**src/rtl/ptw_pkg.sv**
```systemverilog
package ptw_pkg;
  localparam int unsigned B_V = 0;
  localparam int unsigned B_R = 1;
  localparam int unsigned B_W = 2;
  localparam int unsigned B_X = 3;
  localparam int unsigned B_U = 4;
  localparam int unsigned B_A = 6;
  localparam int unsigned B_D = 7;
  localparam int unsigned PPN_LSB = 10;

  localparam logic [1:0] ACC_FETCH = 2'd0;
  localparam logic [1:0] ACC_LOAD  = 2'd1;
  localparam logic [1:0] ACC_STORE = 2'd2;

  localparam logic [1:0] PRIV_U = 2'd0;
  localparam logic [1:0] PRIV_S = 2'd1;
  localparam logic [1:0] PRIV_M = 2'd3;

  typedef enum logic [2:0] {
    ST_IDLE, ST_READ, ST_WAIT, ST_WBACK, ST_DONE
  } walk_st_e;
endpackage

```
**src/rtl/ptw_idx_gen.sv**
```systemverilog
module ptw_idx_gen #(
  parameter int LEVELS = 2,
  parameter int IDX_W  = 10,
  parameter int OFF_W  = 12,
  parameter int PPN_W  = 22,
  parameter int PTE_LG = 2,
  parameter int LVL_W  = 1,
  parameter int VA_W   = LEVELS * IDX_W + OFF_W,
  parameter int PA_W   = PPN_W + OFF_W
) (
  input  logic [PPN_W-1:0] base_ppn,
  input  logic [VA_W-1:0]  vaddr,
  input  logic [LVL_W-1:0] lvl,
  input  logic [PPN_W-1:0] leaf_ppn,
  output logic [PA_W-1:0]  pte_addr,
  output logic [PA_W-1:0]  leaf_paddr,
  output logic [PPN_W-1:0] lvl_mask
);
  localparam int VPN_W = LEVELS * IDX_W;

  logic [IDX_W-1:0] idx_at  [LEVELS];
  logic [PPN_W-1:0] mask_at [LEVELS];

  // one index slice and one superpage mask per table level
  for (genvar g = 0; g < LEVELS; g++) begin : g_lvl
    assign idx_at[g]  = vaddr[OFF_W + g*IDX_W +: IDX_W];
    assign mask_at[g] = PPN_W'((64'd1 << (g*IDX_W)) - 64'd1);
  end

  logic [PPN_W-1:0] vpn_ext;
  assign vpn_ext  = PPN_W'(vaddr[VA_W-1:OFF_W]);
  assign lvl_mask = mask_at[lvl];

  assign pte_addr   = {base_ppn, {OFF_W{1'b0}}} +
                      PA_W'({idx_at[lvl], {PTE_LG{1'b0}}});
  assign leaf_paddr = {leaf_ppn | (vpn_ext & lvl_mask), vaddr[OFF_W-1:0]};

  initial begin
    assert (PPN_W >= VPN_W)
      else $error("page number narrower than virtual page number");
  end
endmodule

```
**src/rtl/ptw_leaf_eval.sv**
```systemverilog
module ptw_leaf_eval
  import ptw_pkg::*;
#(
  parameter int PPN_W = 22,
  parameter int PTE_W = 32
) (
  input  logic [PTE_W-1:0] pte,
  input  logic [PPN_W-1:0] mis_mask,
  input  logic [1:0]       acc,
  input  logic [1:0]       priv,
  input  logic             sum,
  input  logic             mxr,
  output logic             is_ptr,
  output logic             bad,
  output logic             pr,
  output logic             pw,
  output logic             px,
  output logic             wb_need,
  output logic [PTE_W-1:0] wb_data
);
  logic v, r, w, x, u, d;
  logic [PPN_W-1:0] ppn;
  logic rsv_bad, priv_bad, mis_bad, acc_bad;

  always_comb begin
    v   = pte[B_V];
    r   = pte[B_R];
    w   = pte[B_W];
    x   = pte[B_X];
    u   = pte[B_U];
    d   = pte[B_D];
    ppn = pte[PTE_W-1:PPN_LSB];

    is_ptr   = v && !r && !w && !x;
    rsv_bad  = w && !r;
    priv_bad = (u && priv != PRIV_U && (!sum || acc == ACC_FETCH)) ||
               (!u && priv != PRIV_S);
    mis_bad  = |(ppn & mis_mask);
    case (acc)
      ACC_LOAD:  acc_bad = !(r || (x && mxr));
      ACC_STORE: acc_bad = !w;
      default:   acc_bad = !x;
    endcase
    bad = !v || (!is_ptr && (rsv_bad || priv_bad || mis_bad || acc_bad));

    pr = r || (x && mxr);
    px = x;
    pw = w && (acc == ACC_STORE || d);

    wb_data = pte;
    wb_data[B_A] = 1'b1;
    if (acc == ACC_STORE) wb_data[B_D] = 1'b1;
    wb_need = (wb_data != pte);
  end
endmodule

```
**src/rtl/pt_walker.sv**
```systemverilog
module pt_walker
  import ptw_pkg::*;
#(
  parameter int LEVELS = 2,
  parameter int IDX_W  = 10,
  parameter int OFF_W  = 12,
  parameter int PPN_W  = 22,
  parameter int PTE_W  = 32,
  parameter int PTE_LG = 2
) (
  input  logic                         clk,
  input  logic                         rst_n,
  input  logic                         xlat_on,
  input  logic [PPN_W-1:0]             root_ppn,
  input  logic                         req_valid,
  output logic                         req_ready,
  input  logic [LEVELS*IDX_W+OFF_W-1:0] req_vaddr,
  input  logic [1:0]                   req_acc,
  input  logic [1:0]                   req_priv,
  input  logic                         req_sum,
  input  logic                         req_mxr,
  output logic                         mem_req_valid,
  input  logic                         mem_req_ready,
  output logic                         mem_req_write,
  output logic [PPN_W+OFF_W-1:0]       mem_req_addr,
  output logic [PTE_W-1:0]             mem_req_wdata,
  input  logic                         mem_rsp_valid,
  input  logic [PTE_W-1:0]             mem_rsp_data,
  input  logic                         mem_rsp_err,
  output logic                         res_valid,
  input  logic                         res_ready,
  output logic [PPN_W+OFF_W-1:0]       res_paddr,
  output logic                         res_fault,
  output logic                         res_r,
  output logic                         res_w,
  output logic                         res_x
);
  localparam int VA_W    = LEVELS * IDX_W + OFF_W;
  localparam int PA_W    = PPN_W + OFF_W;
  localparam int LVL_W   = (LEVELS > 1) ? $clog2(LEVELS) : 1;
  localparam logic [LVL_W-1:0] TOP_LVL = LVL_W'(LEVELS - 1);

  walk_st_e         st;
  logic [VA_W-1:0]  va_q;
  logic [1:0]       acc_q, priv_q;
  logic             sum_q, mxr_q;
  logic [LVL_W-1:0] lvl_q;
  logic [PPN_W-1:0] base_q;
  logic [PTE_W-1:0] wb_q;

  logic [PA_W-1:0]  pte_addr, leaf_paddr;
  logic [PPN_W-1:0] lvl_mask;
  logic             is_ptr, bad, pr, pw, px, wb_need;
  logic [PTE_W-1:0] wb_data;

  ptw_idx_gen #(
    .LEVELS(LEVELS), .IDX_W(IDX_W), .OFF_W(OFF_W), .PPN_W(PPN_W),
    .PTE_LG(PTE_LG), .LVL_W(LVL_W), .VA_W(VA_W), .PA_W(PA_W)
  ) u_idx (
    .base_ppn  (base_q),
    .vaddr     (va_q),
    .lvl       (lvl_q),
    .leaf_ppn  (mem_rsp_data[PTE_W-1:PPN_LSB]),
    .pte_addr  (pte_addr),
    .leaf_paddr(leaf_paddr),
    .lvl_mask  (lvl_mask)
  );

  ptw_leaf_eval #(.PPN_W(PPN_W), .PTE_W(PTE_W)) u_leaf (
    .pte     (mem_rsp_data),
    .mis_mask(lvl_mask),
    .acc     (acc_q),
    .priv    (priv_q),
    .sum     (sum_q),
    .mxr     (mxr_q),
    .is_ptr  (is_ptr),
    .bad     (bad),
    .pr      (pr),
    .pw      (pw),
    .px      (px),
    .wb_need (wb_need),
    .wb_data (wb_data)
  );

  assign req_ready     = (st == ST_IDLE);
  assign res_valid     = (st == ST_DONE);
  assign mem_req_valid = (st == ST_READ) || (st == ST_WBACK);
  assign mem_req_write = (st == ST_WBACK);
  assign mem_req_addr  = pte_addr;
  assign mem_req_wdata = wb_q;

  always_ff @(posedge clk or negedge rst_n) begin
    if (!rst_n) begin
      st        <= ST_IDLE;
      va_q      <= '0;
      acc_q     <= '0;
      priv_q    <= '0;
      sum_q     <= 1'b0;
      mxr_q     <= 1'b0;
      lvl_q     <= '0;
      base_q    <= '0;
      wb_q      <= '0;
      res_paddr <= '0;
      res_fault <= 1'b0;
      res_r     <= 1'b0;
      res_w     <= 1'b0;
      res_x     <= 1'b0;
    end else begin
      case (st)
        ST_IDLE: if (req_valid) begin
          va_q   <= req_vaddr;
          acc_q  <= req_acc;
          priv_q <= req_priv;
          sum_q  <= req_sum;
          mxr_q  <= req_mxr;
          base_q <= root_ppn;
          lvl_q  <= TOP_LVL;
          if (req_priv == PRIV_M || !xlat_on) begin
            res_paddr <= PA_W'(req_vaddr);
            res_fault <= 1'b0;
            res_r     <= 1'b1;
            res_w     <= 1'b1;
            res_x     <= 1'b1;
            st        <= ST_DONE;
          end else begin
            st <= ST_READ;
          end
        end
        ST_READ: if (mem_req_ready) st <= ST_WAIT;
        ST_WAIT: if (mem_rsp_valid) begin
          if (!mem_rsp_err && is_ptr && lvl_q != '0) begin
            base_q <= mem_rsp_data[PTE_W-1:PPN_LSB];
            lvl_q  <= lvl_q - LVL_W'(1);
            st     <= ST_READ;
          end else if (mem_rsp_err || is_ptr || bad) begin
            res_paddr <= '0;
            res_fault <= 1'b1;
            res_r     <= 1'b0;
            res_w     <= 1'b0;
            res_x     <= 1'b0;
            st        <= ST_DONE;
          end else begin
            res_paddr <= leaf_paddr;
            res_fault <= 1'b0;
            res_r     <= pr;
            res_w     <= pw;
            res_x     <= px;
            wb_q      <= wb_data;
            st        <= wb_need ? ST_WBACK : ST_DONE;
          end
        end
        ST_WBACK: if (mem_req_ready) st <= ST_DONE;
        ST_DONE:  if (res_ready) st <= ST_IDLE;
        default:  st <= ST_IDLE;
      endcase
    end
  end

  // a waiting result must not move
  p_res_hold_r12: assert property (@(posedge clk) disable iff (!rst_n)
    res_valid && !res_ready |=> res_valid && $stable(res_paddr) &&
      $stable(res_fault) && $stable({res_r, res_w, res_x}));

  // a waiting memory request must not move
  p_mreq_hold_r12: assert property (@(posedge clk) disable iff (!rst_n)
    mem_req_valid && !mem_req_ready |=> mem_req_valid &&
      $stable(mem_req_addr) && $stable(mem_req_write) && $stable(mem_req_wdata));

  // a fault carries no address and no permission
  p_fault_clean_r12: assert property (@(posedge clk) disable iff (!rst_n)
    res_valid && res_fault |-> res_paddr == '0 && !res_r && !res_w && !res_x);

  // an idle walker drives no request and no result
  p_idle_quiet_r13: assert property (@(posedge clk) disable iff (!rst_n)
    req_ready |-> !mem_req_valid && !res_valid);

  // every writeback carries the accessed flag
  p_wb_accessed_r8: assert property (@(posedge clk) disable iff (!rst_n)
    mem_req_valid && mem_req_write |-> mem_req_wdata[B_A]);

  // a successful store always reports write permission
  p_store_write_r10: assert property (@(posedge clk) disable iff (!rst_n)
    res_valid && !res_fault && acc_q == ACC_STORE |-> res_w);
endmodule

```
**config.mk**
```make
export PLATFORM = sky130hd
export DESIGN_NAME = pt_walker
export DESIGN_NICKNAME = d
export VERILOG_FILES = /design/src/rtl/ptw_pkg.sv /design/src/rtl/ptw_idx_gen.sv /design/src/rtl/ptw_leaf_eval.sv /design/src/rtl/pt_walker.sv
export SDC_FILE = /design/constraint.sdc
export NUM_CORES = 1
export LEC_CHECK = 0
export CAP_MARGIN = 20
export CORE_AREA = 2 2 144 146
export DETAILED_ROUTE_END_ITERATION = 10
export DIE_AREA = 0 0 146 148
export GPL_ROUTABILITY_DRIVEN = 0
export PLACE_DENSITY_LB_ADDON = 0.12
export SLEW_MARGIN = 20
export SYNTH_ARGS = -nofsm -noshare
export SYNTH_HDL_FRONTEND = slang
export SYNTH_SLANG_ARGS = --single-unit
```
**constraint.sdc**
```tcl
create_clock -name clk -period 7.35 [get_ports clk]
set_clock_uncertainty 0.1 [all_clocks]
set_input_delay 1.1025 -clock clk [delete_from_list [all_inputs] [get_ports clk]]
set_output_delay 1.1025 -clock clk [all_outputs]
set_load 0.02 [all_outputs]
```
==> results of run 1 <==
## cell type report
type / instances / area [sq um]
fillers: 1970 / 11300
flip-flops and latches: 134 / 3350
multi-input cells: 316 / 2300
repair buffers: 209 / 2100
clock buffers: 20 / 447
well taps: 270 / 338
clock inverters: 12 / 129
inverters: 21 / 78.8
## final timing paths
| check | depth (start not counted) | slack [ns] | startpoint | endpoint |
|---|---|---|---|---|
| min | 1 | 0.38 | mem_req_wdata[6]$_DFFE_PN0P_ | mem_req_wdata[6]$_DFFE_PN0P_ |
| min reg2reg | 1 | 0.38 | mem_req_wdata[6]$_DFFE_PN0P_ | mem_req_wdata[6]$_DFFE_PN0P_ |
| max | 7 | 3.28 | mem_rsp_data[13] | mem_req_wdata[9]$_DFFE_PN0P_ |
| max reg2reg | 6 | 3.94 | st[0]$_DFFE_PN0P_ | mem_req_wdata[9]$_DFFE_PN0P_ |
| max in group asynchronous | 2 | 5.15 | rst_n | base_q[11]$_DFFE_PN0P_ |
| min in group asynchronous | 1 | 0.54 | rst_n | va_q[4]$_DFFE_PN0P_ |
## placed cells by master, fill, tap and decap left out, types with 12 or more instances in the layout
cell	synthesis	routed
clkdlybuf4s50_1	0	204
dfrtp_1	134	134
mux2_2	71	71
nand2_1	58	57
a22oi_1	32	32
nor2_1	27	27
a31oi_1	22	22
inv_1	21	21
clkbuf_16	0	17
a21oi_1	14	14
o31ai_1	12	12
## state kept, by name, indices dropped and copies added, names as in the netlist, 2 cells and up
name           cells
st                 3
base_q            22
acc_q              2
mem_req_wdata     32
va_q              32
priv_q             2
res_paddr         34
## synth_stat cells (10+ instances only)
cell / number / share of area, %
a21oi_1: 14 / 1.2
a22oi_1: 32 / 4.1
a31oi_1: 22 / 2.3
clkbuf_1: 22 / 1.4
dfrtp_1: 134 / 57
inv_1: 21 / 1.3
mux2_2: 71 / 14
nand2_1: 58 / 3.7
nor2_1: 27 / 1.7
o21ai_0: 11 / 0.93
o21ai_1: 10 / 0.85
o21ai_2: 10 / 1.5
o31ai_1: 12 / 1.5
## routing by layer
layer | vias to the layer above | share of wire, % | global-route usage (%) | wire (microns)
met5 | - | 0 | 0 | 0
met3 | 14 | 6.2 | 5.19 | 1120
li1 | 2190 | - | - | -
met2 | 130 | 49 | 28.1 | 8850
met4 | 0 | 1.3 | 5.00 | 231
met1 | 2281 | 44 | 22.2 | 7870
## worst max-delay path, cell delays in order
cell,delay (ns)
clkdlybuf4s50_1,0.49
or4_4,0.59
o41ai_4,0.43
o2111ai_4,0.42
nor2_4,0.63
buf_16,0.24
mux2_2,0.35
## where the power goes
group	switching (mW)	internal [mW]
clock	0.326	0.508
combinational	0.784	0.735
sequential	0.205	1.01
## cells by family (layout without fill, tap and decap cells)
logic type / Yosys count / count (layout)
AOI/OAI and AO/OA: 129 / 129
xor gates and xnor gates: 1 / 1
adders and majority gates: 3 / 3
buffers and inverters: 56 / 262
DFF: 134 / 134
muxes: 72 / 72
other: 1 / 2
and+or+nand+nor: 109 / 109
## through the flow
step / utilization, % / setup WS (ns) / hold slack (ns)
after global placement: 40.6 / 2.68 / 0.361
final: 43.7 / 3.28 / 0.385
after global routing: 43.7 / 3.13 / 0.391
after CTS: 43.5 / 2.98 / 0.380
after floorplan: - / 4.20 / 0.375
after detailed placement: 40.6 / 2.53 / 0.354
==> metrics.yaml, run 1 <==
cells_and_area:
  antenna_cells: 0
  finalNetCount: 802
  stdcell_area_sq_um: 8750
  finalNonFillerCells: 982
  drive_gt1_share_pct: 18.4
  syn_to_final_growth_pct: 48.5
synth:
  ys_seq_elements: 134
  synth-xor-area-share_pct: 0.149
  synthCells: 505
  synthSimpleGateAreaFrac_pct: 8.35
  synthArstFlopShare_pct: 100
  synth-edff-count: 0
  yosysWarningCount: 0
  synth_flop_cell: "dfrtp_1"
  synthAdderAreaFrac_pct: 0.637
  synth_top_family_by_area: "compound AO/OA/AOI/OAI gates"
  synthMuxAreaShare_pct: 13.7
  synth_cell_types: 51
  syn_area_per_cell_sq_um: 11.7
  syn_area_sq_um: 5890
  synth_compound_area_share_pct: 15.7
  synth_seq_area_share_pct: 56.9
die:
  dieWidth_microns: 146
  num_rows: 52
  io_pins: 208
  start_util_pct: 29.4
  die_h_microns: 148
  die_area_sq_um: 21600
  coreArea_sq_um: 20000
sta:
  rsz0062_at_grt: "no"
  post-route-period-util_pct: 55.3
  drv_slew: 0
  min_period_ns: 4.07
  tightest_slew_ns: 1.04
  final-setup-viol-count: 0
  max_freq_ghz: 0.246
  hold_violations: 0
  maxSlewHeadroom_pct: 30.9
  timing.setup.tns_ns: 0
run:
  max-cap-violations: 0
place:
  dp_cells: 949
  port_buffers: 205
  place_area_sq_um: 8140
  dp_hpwl_microns: 12800
clock_tree:
  cts_buffer_depth: 2
  clock_latency_ns: 0.41
  root_buffer: "clkbuf_16"
  postCtsSetupRepairBufs: 0
  cts_hold_buf: 0
  cts.sinks: 134
  cts_resized: 0
  htree_num_levels: 4
  cts.clk_slew.worst_paths_ns: 0.06
  numCtsBuffers: 17
  cts_tree: "yes"
power:
  p_leak_nw: 3.67
  power.density_nw_per_um2: 408
  vdd_drop_max_mv: 0.148
  power.total_mw: 3.57
route:
  dr.pass1.iters: 4
  wl_microns: 18100
  vias: 4615
  avgRoutedWirePerCell_microns: 18.4
  via_per_inst: 4.70
  route.detailed.drc: 0
  drt-initial-drc-count: 149
  drtAntennaViolNets: 0
min_path:
  hold_path.class: "register to register"
global_route:
  grt_max_degree: 75
  grt_pass1_wl_microns: 28700
  grt_pass1_vias: 4858
  grt_antenna_before_repair: 0
  grt_overflow: 0
  track_usage_pct: 17.2
setup_path:
  critPathCaptureType: "register"
  critPathMaxFanout: 18
  cp.arrival_ns: 4.26
  critPathKind: "input pin to register"
  critPathRequiredTime_ns: 7.54
  critPathLaunchType: "input pin"
status:
  status: "finished clean"
Power figures use the tool's default switching activity.
==> inputs of run 2 (changes only) <==
clock period = 3.5 ns   (was 7.35 ns; I/O delays follow)
==> run 2 against run 1 <==
Net effect: cell area rose by 2.3%; largest cell class unchanged; utilization rose by 1.0 points; flip-flop and latch count stayed put; first-iteration DRC count rose by 54%; combinational power rose by 120%; largest power group unchanged; global-route usage up 0.63 points.
==> metrics.yaml, run 2 (synthesis gave the netlist of run 1 again) <==
global_route:
  grt_use_met2_pct: 30.6
  grt_util_met3_pct: 5.25
  grt_antenna_before_repair: 1
  grt_overflow: 0
  grt_max_degree: 54
  top_usage_layer: "met2"
  grt_pass1_vias: 4943
  grt.met1_usage_pct: 21.6
  grt_pass1_wl_microns: 29100
  track_usage_pct: 17.8
setup_path:
  cp.arrival_ns: 2.33
  critPathKind: "register to primary output"
  critPathLaunchType: "register"
  critPathCaptureType: "primary output"
  critPathRequiredTime_ns: 2.87
  critPathMaxFanout: 12
die:
  num_rows: 52
  die_h_microns: 148
  coreArea_sq_um: 20000
  io_pins: 208
  start_util_pct: 29.4
  die_area_sq_um: 21600
  dieWidth_microns: 146
clock_tree:
  cts_tree: "yes"
  root_buffer: "clkbuf_16"
  cts_buffer_depth: 2
  cts.clk_slew.worst_paths_ns: 0.06
  cts.sinks: 134
  postCtsSetupRepairBufs: 0
  numCtsBuffers: 17
  cts_hold_buf: 1
  clock_latency_ns: 0.41
  htree_num_levels: 4
  cts_resized: 0
sta:
  hold_violations: 0
  min_period_ns: 2.95
  rsz0062_at_grt: "no"
  drv_slew: 0
  tightest_slew_ns: 0.722
  max_freq_ghz: 0.339
  maxSlewHeadroom_pct: 51.4
  final-setup-viol-count: 0
  timing.setup.tns_ns: 0
  post-route-period-util_pct: 84.3
place:
  dp_hpwl_microns: 13800
  port_buffers: 205
power:
  vdd_drop_max_mv: 0.367
  power.total_mw: 7.80
  p_leak_nw: 3.77
  power.density_nw_per_um2: 871
cells_and_area:
  syn_to_final_growth_pct: 52.0
  regMostFlops: "res_paddr"
  drive_gt1_share_pct: 20.0
  largest_reg_flops: 34
  final_common_cell: "clkdlybuf4s50_1"
  n_fill_cell: 1922
  final_cell_mix: "204 x clkdlybuf4s50_1, 134 x dfrtp_1, 71 x mux2_2, 57 x nand2_1, 32 x a22oi_1"
  finalNetCount: 816
route:
  dr.pass1.iters: 4
  wl_microns: 19100
  avgRoutedWirePerCell_microns: 19.1
  drtAntennaViolNets: 0
  vias: 4754
  via_per_inst: 4.77
  route.detailed.drc: 0
  drt-initial-drc-count: 230
run:
  max-cap-violations: 0
status:
  status: "finished clean"
min_path:
  hold_path.class: "register to register"
[run 2: changes by cell type in the layout (fill, tap and decap cells not counted), sizes merged]
cell         delta
buf            +13
bufinv          +2
clkbuf          -1
clkinv          -1
clkinvlp        -1
diode           +1
dlygate4sd3     +1
inv             +1
[run 2: through the flow]
stage | area [sq um] | hold WS (ns) | setup slack [ns] | instances | util (%)
2_1_floorplan | 5890 | 0.129 | 0.900 | 506 | -
3_3_place_gp | 8300 | 0.360 | 0.355 | 963 | 41.4
3_5_place_dp | 8300 | 0.353 | 0.301 | 963 | 41.4
4_1_cts | 8950 | 0.380 | 0.527 | 996 | 44.7
5_1_grt | 8950 | 0.401 | 0.476 | 997 | 44.7
6_report | 8950 | 0.380 | 0.548 | 997 | 44.7
[run 2: area by class of cell]
type / instances / area (sq um) / area share (%)
sequential: 134 / 3350 / 37.5
multi-input combinational: 316 / 2300 / 25.7
timing repair buffer: 223 / 2240 / 25.0
clock buffer: 19 / 443 / 4.95
tap: 270 / 338 / 3.77
clock inverter: 13 / 196 / 2.19
inverter: 21 / 78.8 / 0.881
antenna: 1 / 2.50 / 0.0280
[run 2: metal layers]
layer / up-vias / part of all wire (%)
met2: 143 / 51
met4: 0 / 1.5
met5: - / 0
met3: 18 / 5.5
li1: 2222 / -
met1: 2371 / 42
[run 2: final timing paths]
check                                             start                            end  slack [ns]  cells past startpoint
max                                   lvl_q$_DFFE_PN0P_                mem_req_addr[9]        0.55                      3
min                        mem_req_wdata[6]$_DFFE_PN0P_   mem_req_wdata[6]$_DFFE_PN0P_        0.38                      1
max reg2reg                           st[0]$_DFFE_PN0P_  mem_req_wdata[29]$_DFFE_PN0P_        0.78                      6
min reg2reg                mem_req_wdata[6]$_DFFE_PN0P_   mem_req_wdata[6]$_DFFE_PN0P_        0.38                      1
max in group asynchronous                         rst_n         base_q[16]$_DFFE_PN0P_        1.95                      3
min in group asynchronous                         rst_n       res_paddr[7]$_DFFE_PN0P_        0.52                      2
[run 2: where the power goes]
group          internal [mW]  switching, mW
logic                   1.61           1.73
clock network           1.22          0.712
registers               2.13          0.403
total                   4.96           2.84
[run 2: critical path, cell delays in order (launching register included)]
cell,delay (ns)
dfrtp_1,0.64
buf_4,0.31
mux2_2,0.36
clkdlybuf4s50_1,0.59
